File: config.mk
export PLATFORM = sky130hd
export DESIGN_NAME = tri_stage_core
export DESIGN_NICKNAME = d
export VERILOG_FILES = /design/src/rtl/tri_core_pkg.sv /design/src/rtl/tri_core_fetch.sv /design/src/rtl/tri_core_regfile.sv /design/src/rtl/tri_core_decode.sv /design/src/rtl/tri_core_execute.sv /design/src/rtl/tri_stage_core.sv
export SDC_FILE = /design/constraint.sdc
export NUM_CORES = 2
export LEC_CHECK = 0
export BUFFER_PORTS_ARGS = -buffer_cell sky130_fd_sc_hd__buf_2
export CAP_MARGIN = 20
export CORE_UTILIZATION = 59
export CTS_BUF_LIST = sky130_fd_sc_hd__clkbuf_4
export CTS_CLUSTER_SIZE = 40
export DETAILED_ROUTE_END_ITERATION = 6
export HOLD_SLACK_MARGIN = 0.1
export PLACE_DENSITY = 0.77
export SYNTH_ARGS = -nofsm -noshare
export SYNTH_HDL_FRONTEND = slang
export SYNTH_HIERARCHICAL = 1
export SYNTH_SLANG_ARGS = --single-unit
File: constraint.sdc
create_clock -name clk -period 4.6 [get_ports clk]
set_input_delay 0.46 -clock clk [delete_from_list [all_inputs] [get_ports clk]]
set_output_delay 0.46 -clock clk [all_outputs]
set_load 0.02 [all_outputs]
File: src/rtl/tri_core_pkg.sv
`timescale 1ns/1ps
package tri_core_pkg;
    localparam int XLEN = 32;
    localparam int NREG = 32;
    localparam int RIDX = $clog2(NREG);
    localparam int OPW  = 6;

    typedef logic [XLEN-1:0] word_t;
    typedef logic [RIDX-1:0] ridx_t;

    typedef enum logic [OPW-1:0] {
        OP_RTYPE = 6'b000000,
        OP_HALT  = 6'b001000,
        OP_BEQZ  = 6'b010000,
        OP_JMP   = 6'b010001,
        OP_LOAD  = 6'b100000,
        OP_STORE = 6'b100001
    } opcode_e;

    localparam logic [5:0] FN_SLT = 6'b101010;

    typedef enum logic [2:0] {
        K_NOP, K_LOAD, K_STORE, K_SLT, K_BEQZ, K_JMP, K_HALT
    } kind_e;

    typedef struct packed {
        kind_e kind;
        ridx_t rs1;
        ridx_t rs2;
        ridx_t rd;
        word_t imm;
    } dec_t;

    typedef struct packed {
        logic  valid;
        kind_e kind;
        ridx_t rd;
        word_t a;
        word_t b;
        word_t imm;
    } exe_t;

    function automatic word_t sext16(input logic [15:0] v);
        return {{(XLEN-16){v[15]}}, v};
    endfunction

    function automatic word_t sext26(input logic [25:0] v);
        return {{(XLEN-26){v[25]}}, v};
    endfunction

    function automatic dec_t decode_word(input word_t ir);
        dec_t d;
        d.rs1  = ir[25:21];
        d.rs2  = ir[20:16];
        d.rd   = '0;
        d.imm  = sext16(ir[15:0]);
        d.kind = K_NOP;
        case (ir[31:26])
            OP_LOAD: begin
                d.kind = K_LOAD;
                d.rd   = ir[20:16];
            end
            OP_STORE: d.kind = K_STORE;
            OP_RTYPE: begin
                if (ir[5:0] == FN_SLT) begin
                    d.kind = K_SLT;
                    d.rd   = ir[15:11];
                end
            end
            OP_BEQZ: d.kind = K_BEQZ;
            OP_JMP: begin
                d.kind = K_JMP;
                d.imm  = sext26(ir[25:0]);
            end
            OP_HALT: d.kind = K_HALT;
            default: d.kind = K_NOP;
        endcase
        return d;
    endfunction
endpackage

File: src/rtl/tri_core_fetch.sv
`timescale 1ns/1ps
module tri_core_fetch
    import tri_core_pkg::*;
#(
    parameter word_t RESET_PC = '0
) (
    input  logic  clk,
    input  logic  rst,
    input  logic  dec_halt,
    input  logic  redirect,
    input  word_t target,
    output word_t pc,
    output word_t d_pc,
    output logic  d_valid,
    output logic  hold
);
    localparam word_t STEP = word_t'(XLEN / 8);

    logic stop;

    assign hold = stop | dec_halt;

    always_ff @(posedge clk) begin
        if (rst) begin
            pc      <= RESET_PC;
            d_pc    <= RESET_PC;
            d_valid <= 1'b0;
            stop    <= 1'b0;
        end else begin
            stop    <= hold;
            d_valid <= !hold;
            if (!hold) begin
                d_pc <= pc;
                pc   <= redirect ? target : pc + STEP;
            end
        end
    end
endmodule

File: src/rtl/tri_core_regfile.sv
`timescale 1ns/1ps
module tri_core_regfile
    import tri_core_pkg::*;
(
    input  logic  clk,
    input  logic  rst,
    input  logic  we,
    input  ridx_t waddr,
    input  word_t wdata,
    input  ridx_t raddr_a,
    input  ridx_t raddr_b,
    output word_t rdata_a,
    output word_t rdata_b
);
    word_t regs [1:NREG-1];

    genvar gi;
    generate
        for (gi = 1; gi < NREG; gi++) begin : g_reg
            always_ff @(posedge clk) begin
                if (rst)
                    regs[gi] <= '0;
                else if (we && waddr == ridx_t'(gi))
                    regs[gi] <= wdata;
            end
        end
    endgenerate

    assign rdata_a = (raddr_a == '0) ? '0 : regs[raddr_a];
    assign rdata_b = (raddr_b == '0) ? '0 : regs[raddr_b];
endmodule

File: src/rtl/tri_core_decode.sv
`timescale 1ns/1ps
module tri_core_decode
    import tri_core_pkg::*;
(
    input  word_t ir,
    input  logic  valid,
    input  word_t pc,
    input  word_t rf_a,
    input  word_t rf_b,
    input  logic  fw_en,
    input  ridx_t fw_rd,
    input  word_t fw_data,
    output ridx_t ra,
    output ridx_t rb,
    output exe_t  issue,
    output logic  taken,
    output word_t target,
    output logic  is_halt
);
    localparam word_t STEP = word_t'(XLEN / 8);

    dec_t  d;
    word_t opa;
    word_t opb;

    assign d  = decode_word(ir);
    assign ra = d.rs1;
    assign rb = d.rs2;

    // Operand pick: register 0 is hard zero, then the execute-stage result, then the file.
    always_comb begin
        if (d.rs1 == '0)                  opa = '0;
        else if (fw_en && fw_rd == d.rs1) opa = fw_data;
        else                              opa = rf_a;
        if (d.rs2 == '0)                  opb = '0;
        else if (fw_en && fw_rd == d.rs2) opb = fw_data;
        else                              opb = rf_b;
    end

    always_comb begin
        issue.valid = valid;
        issue.kind  = d.kind;
        issue.rd    = d.rd;
        issue.a     = opa;
        issue.b     = opb;
        issue.imm   = d.imm;
    end

    // The delay-slot address is pc + STEP; the target is relative to it.
    assign target  = pc + STEP + d.imm;
    assign taken   = valid && ((d.kind == K_BEQZ && opa == '0) || d.kind == K_JMP);
    assign is_halt = valid && d.kind == K_HALT;
endmodule

File: src/rtl/tri_core_execute.sv
`timescale 1ns/1ps
module tri_core_execute
    import tri_core_pkg::*;
(
    input  logic  clk,
    input  logic  rst,
    input  exe_t  issue,
    input  word_t dmem_rdata,
    output word_t dmem_addr,
    output word_t dmem_wdata,
    output logic  dmem_we,
    output logic  wb_en,
    output ridx_t wb_rd,
    output word_t wb_data,
    output logic  halted
);
    exe_t  x;
    logic  lt;

    always_ff @(posedge clk) begin
        if (rst) begin
            x      <= '0;
            halted <= 1'b0;
        end else begin
            x <= issue;
            if (x.valid && x.kind == K_HALT)
                halted <= 1'b1;
        end
    end

    assign lt         = $signed(x.a) < $signed(x.b);
    assign dmem_addr  = x.a + x.imm;
    assign dmem_wdata = x.b;
    assign dmem_we    = x.valid && x.kind == K_STORE;

    always_comb begin
        wb_rd   = x.rd;
        wb_data = '0;
        wb_en   = 1'b0;
        if (x.valid && x.rd != '0) begin
            if (x.kind == K_LOAD) begin
                wb_en   = 1'b1;
                wb_data = dmem_rdata;
            end else if (x.kind == K_SLT) begin
                wb_en   = 1'b1;
                wb_data = {{(XLEN-1){1'b0}}, lt};
            end
        end
    end
endmodule

File: src/rtl/tri_stage_core.sv
`timescale 1ns/1ps
module tri_stage_core
    import tri_core_pkg::*;
#(
    parameter word_t RESET_PC = '0
) (
    input  logic        clk,
    input  logic        rst,
    output logic [31:0] imem_addr,
    input  logic [31:0] imem_rdata,
    output logic [31:0] dmem_addr,
    output logic [31:0] dmem_wdata,
    output logic        dmem_we,
    input  logic [31:0] dmem_rdata,
    output logic        halted
);
    word_t pc, d_pc, br_target, rf_a, rf_b, wb_data;
    logic  d_valid, fetch_hold, br_taken, dec_halt, wb_en;
    ridx_t ra, rb, wb_rd;
    exe_t  issue;

    tri_core_fetch #(.RESET_PC(RESET_PC)) u_fetch (
        .clk(clk), .rst(rst), .dec_halt(dec_halt), .redirect(br_taken),
        .target(br_target), .pc(pc), .d_pc(d_pc), .d_valid(d_valid),
        .hold(fetch_hold)
    );

    tri_core_regfile u_rf (
        .clk(clk), .rst(rst), .we(wb_en), .waddr(wb_rd), .wdata(wb_data),
        .raddr_a(ra), .raddr_b(rb), .rdata_a(rf_a), .rdata_b(rf_b)
    );

    tri_core_decode u_dec (
        .ir(imem_rdata), .valid(d_valid), .pc(d_pc), .rf_a(rf_a), .rf_b(rf_b),
        .fw_en(wb_en), .fw_rd(wb_rd), .fw_data(wb_data), .ra(ra), .rb(rb),
        .issue(issue), .taken(br_taken), .target(br_target), .is_halt(dec_halt)
    );

    tri_core_execute u_exe (
        .clk(clk), .rst(rst), .issue(issue), .dmem_rdata(dmem_rdata),
        .dmem_addr(dmem_addr), .dmem_wdata(dmem_wdata), .dmem_we(dmem_we),
        .wb_en(wb_en), .wb_rd(wb_rd), .wb_data(wb_data), .halted(halted)
    );

    assign imem_addr = pc;
endmodule

# After elaboration in Yosys (flattened, before gate mapping)
# Memories as Yosys holds them, arrays and structs flattened.
# Index checks and enable logic that the tools add are counted.
[totals] regBits=172 ram_bits=992 wordCells=283 memories=1
[memory_table] memory="u_rf.regs" words=31 word_bits=32 read_ports=2 rd_clocked_by_memory_dff=0 write_ports=31 line="tri_core_regfile.sv:15" rtl="word_t regs [1:NREG-1];"
[op_classes] addsub=4 n_lt_le_gt_ge=1 n_eq_ne=46 n_mux=141 n_bitwise=32 reduce_logical=47
[ops] cell="$mux W32" n=38
[ops] cell="$mux W1" n=99
[ops] cell="$eq A5 B5 Y1 const B" n=16
[ops] cell="$add A32 B3 Y32 const B" n=2
[ops] cell="$add A32 B32 Y32" n=2
[ops] cell="$eq A5 B4 Y1 const B" n=8
[ops] cell="$logic_and A1 B1 Y1" n=39
[ops] cell="$logic_not A32 Y1" n=1
[ops] cell="$lt A32 B32 Y1" n=1
[ops] cell="$or A1 B1 Y1" n=32
[ops] cell="$eq A5 B3 Y1 const B" n=4
[ops] cell="$eq A6 B6 Y1 const B" n=3
[ops] cell="$pmux W3 S6" n=1
[ops] cell="$eq A3 B3 Y1 const B" n=4
[ops] cell="$eq A6 B5 Y1 const B" n=2
[ops] cell="$eq A5 B2 Y1 const B" n=2
[ops] cell="$eq A5 B5 Y1" n=2
[ops] cell="$logic_not A5 Y1" n=2
[ops] cell="$pmux W5 S2" n=1
[ops] cell="$eq A3 B2 Y1 const B" n=2
[ops] cell="$eq A6 B4 Y1 const B" n=1
[ops] cell="$logic_not A6 Y1" n=1
[ops] cell="$eq A5 B1 Y1 const B" n=1
[ops] cell="$mux W5" n=1
[ops] cell="6 further kinds" n=6

# Depth between registers and ports, before layout
[logic_depth] ltp_word=12 ltp_mapped=23

# Modules after synthesis
# Netlist, hierarchy kept.
[by_module_without_submodules] mod="tri_core_regfile" instances=1 cells_each=3971 area_per_inst_um2=53446.3 seq_area_each_um2=29788.6
[by_module_without_submodules] mod="tri_core_execute" instances=1 cells_each=650 area_per_inst_um2=5841.9 seq_area_each_um2=2122.0
[by_module_without_submodules] mod="tri_core_decode" instances=1 cells_each=532 area_per_inst_um2=3844.9 seq_area_each_um2=0.0
[by_module_without_submodules] mod="tri_core_fetch" instances=1 cells_each=428 area_per_inst_um2=3178.0 seq_area_each_um2=1321.3

# Worst setup path before layout
# OpenSTA, ideal clock, no wires.
[synth_timing] kind="input to register" start="input imem_rdata[21]" end="register u_fetch.pc[21]" t_arrival_ns=4.327 setup_slack_ns=0.139 path_stages=18 path_buffers=6 cell_sequence="buf_4 -> buf_2 -> buf_6 -> buf_2 -> mux4_2 -> a22oi_1 -> nand4_1 -> or4_1 -> nor4_1 -> nand4_1 -> o41ai_1 -> a21oi_1 -> o22ai_1 -> clkbuf_1 -> clkbuf_1 -> o21ai_0 -> a22oi_1 -> o22ai_1"
[synth_lines] item="from (decl)" line="tri_stage_core.sv:10" rtl="input logic [31:0] imem_rdata,"
[synth_lines] item="$mem_v2 Z31 W32"
[synth_lines] item="via rf_a[17]" line="tri_stage_core.sv:17" rtl="word_t pc, d_pc, br_target, rf_a, rf_b, wb_data;"
[synth_lines] item="$mux W32" line="tri_core_decode.sv:33" rtl="else if (fw_en && fw_rd == d.rs1) opa = fw_data;"
[synth_lines] item="$mux W32" line="tri_core_decode.sv:32" rtl="if (d.rs1 == '0) opa = '0;"
[synth_lines] item="$logic_not A32 Y1" line="tri_core_decode.sv:51" rtl="assign taken = valid && ((d.kind == K_BEQZ && opa == '0) || d.kind == K_JMP);"
[synth_lines] item="$logic_and A1 B1 Y1" line="tri_core_decode.sv:51"
[synth_lines] item="$logic_or A1 B1 Y1" line="tri_core_decode.sv:51"
[synth_lines] item="$logic_and A1 B1 Y1" line="tri_core_decode.sv:51"
[synth_lines] item="via br_taken" line="tri_stage_core.sv:18" rtl="logic d_valid, fetch_hold, br_taken, dec_halt, wb_en;"
[synth_lines] item="$mux W32" line="tri_core_fetch.sv:34" rtl="pc <= redirect ? target : pc + STEP;"
[synth_lines] item="to (signal assigned)" line="tri_core_fetch.sv:34"
[synth_lines] item="to (decl)" line="tri_core_fetch.sv:12" rtl="output word_t pc,"
# The timed path passes the listed nets, and every way through them passes these cells.
# A chain may end at the register's enable or synchronous reset.

# Worst setup path in the final report
[layout_timing] start="input imem_rdata[23]" end="register u_fetch.pc[7]"
# The elaborated chain is that of the path after synthesis.

==> impl_summary.log <==
INFO  metric die_height = around 340 um
INFO  metric worst-r2r-setup-slack = -0.09 ns
INFO  metric combinationalPowerShare = 13.7%
INFO  metric ir_drop = 0.2242 mV
INFO  metric crit-reg2reg-capture = u_fetch/pc[7]
INFO  metric switching_share = approximately 27%
INFO  metric synth.yosys.seq_area_share = about half
INFO  metric global_route_wire_length_before_repair = approximately 350 mm
INFO  metric power_report.internal_total = roughly 18 mW
INFO  metric power.switching = around 6.7 mW
INFO  metric finalWeightedCongestion = 0.9772
INFO  metric num_io_pins = ~160
INFO  metric reg_to_reg_critical_path_startpoint = u_rf/regs[25][21]
INFO  metric synth_cells = between 5000 and 6000
INFO  metric design.final.nets = approximately 6200
INFO  metric timing.final.max_slew_violations = 0
INFO  metric dominantRegCellSynth = sky130_fd_sc_hd__edfxtp_1
INFO  metric drive_gt1_share = 24.20%
INFO  metric failed_checks = negative setup slack
INFO  metric mostFrequentLayoutCell = sky130_fd_sc_hd__and2_1
INFO  metric detail_route.wl_per_cell = between 30 and 40 um
INFO  metric fin_total_pwr = about 25 mW
INFO  metric timing.clock.skew = 0.08848 ns
INFO  metric tritoncts = built
INFO  metric layout_worst_path_cycle_share = 103.4%
INFO  metric hold-path-cell-count = 4
INFO  metric cts-buffers-inserted = 324
INFO  metric syn_to_final_growth = 14.90%
INFO  metric avgSynthCellArea = 11.88 um^2
INFO  metric post_synth_instance_area = 66310 um^2
INFO  metric finalSetupTns = -2.448 ns
INFO  metric grt_setup_unrepaired = yes
INFO  metric initial_utilization = between 50% and 60%
INFO  metric cap_violations = 0
INFO  metric synth_enable_flop_cells = just under 1000
INFO  metric final_critical_path_setup_slack = -0.1584 ns
INFO  metric worst_ep_arrival_time = ~5.8 ns
INFO  metric fraction_of_the_core_area_covered_by_cells_at_the_end_of_the_flow = between 60% and 70%
INFO  metric antenna_left = 0
INFO  metric clk_transition_reported_paths = about 0.06 ns
INFO  metric worstHoldEndpoint = u_exe/wb_rd[1]
INFO  metric end_kind = register
INFO  metric avgViaCountPerCell = roughly 6.9
INFO  metric timing_worst_slew_pin_value = ~1.3 ns
INFO  metric floorplan.rows = 122
INFO  metric clk_root_buffer_cell = sky130_fd_sc_hd__clkbuf_4
INFO  metric floorplan.die_area = 113700 um^2
INFO  metric crit_required = 5.67 ns
INFO  metric postSynth.asyncResetShare = 0%
INFO  metric io_buffers = 163
INFO  metric dieWidth = about 340 um
INFO  metric postSynthRegisterBits = 1164
INFO  metric coreArea = 111000 um^2
INFO  metric drcViolationCount = 0
INFO  metric criticalPathCategory = input port to register
INFO  metric worst-r2r-cell-count = 21
INFO  metric netlist-cell-type-count = 100
INFO  metric synthesis.yosys.warnings = 6
INFO  metric fin_worst_hold_slack = 0.2382 ns
INFO  metric min_path_type = input port to register
INFO  metric violation_count_after_the_first_detailed_route_iteration = between 8000 and 9000
INFO  metric max_clock_freq = 0.2102 GHz
INFO  metric dp_hpwl = about 150 mm
INFO  metric power_per_cell_area = roughly 320 nW/um^2
INFO  metric p_clk_share = a little under two fifths
INFO  metric syn_nets = just under 6000
INFO  metric finalHoldViolCount = 0
INFO  metric setup_violations = 30
INFO  metric mostFrequentLayoutCells = 1037 x sky130_fd_sc_hd__and2_1, 992 x sky130_fd_sc_hd__edfxtp_1, 601 x sky130_fd_sc_hd__mux2i_1
INFO  metric detailroute.via_count = about 54000
INFO  metric run_status = complete, but fails checks
INFO  metric grt_util_all_layers = ~43%
INFO  metric clock_sink_count = 1164
INFO  metric worst_skew_pair.late_latency = 1.24 ns
INFO  metric clock_tree.buffer_depth = 4
INFO  metric gr-total-overflow = 0
INFO  metric cp-start-kind = input port
INFO  metric first_pass_iters = 7
INFO  metric initial_antenna_violation_count = 12
INFO  metric finalCriticalPeriod = 4.758 ns
INFO  metric pwr-share-seq = between 40% and 50%
INFO  metric h-tree-depth = 5
INFO  metric min-delay-start = imem_rdata[12]
INFO  metric static-leakage-power = approximately 31 nW
INFO  metric critical_path.max_fanout = 29
INFO  metric drt_wl_total = between 200 and 300 mm
INFO  metric pin_count_of_the_biggest_net_entering_global_routing = 94
INFO  metric first_global_vias = about 53000
INFO  metric maxSlewHeadroom = between 15 and 20%
worst max-delay path, cell delays in order:
cell,delay [ns]
sky130_fd_sc_hd__dlygate4sd3_1,0.58
sky130_fd_sc_hd__buf_8,0.22
sky130_fd_sc_hd__buf_12,0.27
sky130_fd_sc_hd__buf_4,0.25
sky130_fd_sc_hd__mux2i_1,0.25
sky130_fd_sc_hd__a22oi_1,0.12
sky130_fd_sc_hd__nand3_1,0.28
sky130_fd_sc_hd__nand4_1,0.30
sky130_fd_sc_hd__nor4_4,0.32
sky130_fd_sc_hd__nand2_4,0.08
sky130_fd_sc_hd__nor4_4,0.52
sky130_fd_sc_hd__buf_4,0.20
sky130_fd_sc_hd__nand4_1,0.22
sky130_fd_sc_hd__o41ai_4,0.52
sky130_fd_sc_hd__a21oi_2,0.14
sky130_fd_sc_hd__o22ai_4,0.17
sky130_fd_sc_hd__buf_12,0.17
sky130_fd_sc_hd__clkinvlp_4,0.14
sky130_fd_sc_hd__buf_6,0.17
sky130_fd_sc_hd__nand3_2,0.07
sky130_fd_sc_hd__o22ai_1,0.07
sky130_fd_sc_hd__a211oi_1,0.25
power groups by stage:
stage	combinational, mW	sequential [mW]	clock (mW)
final	3.36	11.9	9.21
after global routing	3.40	11.9	9.79
after CTS	3.14	11.9	9.26
after detailed placement	3.04	12.1	0
after global placement	3.01	12.1	0
after floorplan	1.77	12.1	0
per-stage QoR:
step           setup WS (ns)  cell area, um^2  std cells
3_3_place_gp          -1.377            70790       7099
3_5_place_dp          -1.187            70810       7101
5_1_grt             -0.07660            76180       7752
4_1_cts             0.005432            75820       7734
2_1_floorplan         0.1393            66310       5581
6_report             -0.1584            76190       7756
state kept, by name (all words and copies together), names as in the netlist:
register / count
u_rf/regs: 992
u_exe/x: 68
u_exe/dmem_wdata: 32
u_fetch/d_pc: 32
u_fetch/pc: 32
u_exe/wb_rd: 5
u_exe/halted: 1
u_fetch/d_valid: 1
u_fetch/stop: 1
cell families after synthesis:
family	after synthesis	share of synthesized area (%)
and+or+nand+nor	1979	16.93
muxes	846	16.84
AOI/OAI and AO/OA	782	8.415
buffers and inverters	619	4.442
adders and majority gates	126	2.400
DFF	1164	50.12
xor gates and xnor gates	65	0.8585
cells in the mapped netlist, drive strengths merged (47+ instances only):
master  count  area [um^2]
edfxtp    992        29790
buf       227         1473
and2     1039         6500
nand4      55        359.1
a21oi     160        804.5
mux2i     605         6056
o21ai      57        285.3
nand2     176        660.6
dfxtp     172         3443
nor4       61        396.6
ha        124         1551
nor2      276         1044
o22ai      57        356.6
a22oi     204         1531
a21o       47        352.8
mux4      213         4797
nand3     114        580.6
nor2b     130        820.8
clkbuf    330         1240
inv        62        232.7
worst max path at each step:
stage                               startpoint              to  slack (ns)  cells past startpoint
after CTS                 u_exe/dmem_wdata[31]  u_fetch/pc[28]       0.005                     23
after global placement    u_exe/dmem_wdata[31]  u_fetch/pc[29]       -1.38                     21
after global routing          u_rf/regs[7][21]  u_fetch/pc[20]       -0.08                     19
final                           imem_rdata[23]   u_fetch/pc[7]       -0.16                     22
after detailed placement        imem_rdata[21]  u_fetch/pc[29]       -1.19                     20
after floorplan                 imem_rdata[21]  u_fetch/pc[21]        0.14                     18
per-layer routing:
metal	global-route usage, %	part of all wire, %
met1	51.59	33
met2	62.67	42
met3	17.81	16
met4	34.13	9.0
met5	0	0.065
final cells by class:
| type | count | area, um^2 |
|---|---|---|
| timing repair buffer | 703 | 6062 |
| antenna | 7 | 17.52 |
| multi-input combinational | 3798 | 30900 |
| tap | 1488 | 1862 |
| inverter | 62 | 236.5 |
| fill | 7845 | 34780 |
| sequential | 1164 | 33240 |
| clock buffer | 474 | 3558 |
| clock inverter | 60 | 320.3 |
repair_timing:
action                     in CTS  in global routing
hold endpoints to repair     1082                  0
setup endpoints to repair      32                 38
buffers inserted                2                 13
hold buffers                   96                  0
resized for setup              22                 58
gates cloned                    1                  1
pin swaps                       5                 14
(Power assumes the default switching activity.)
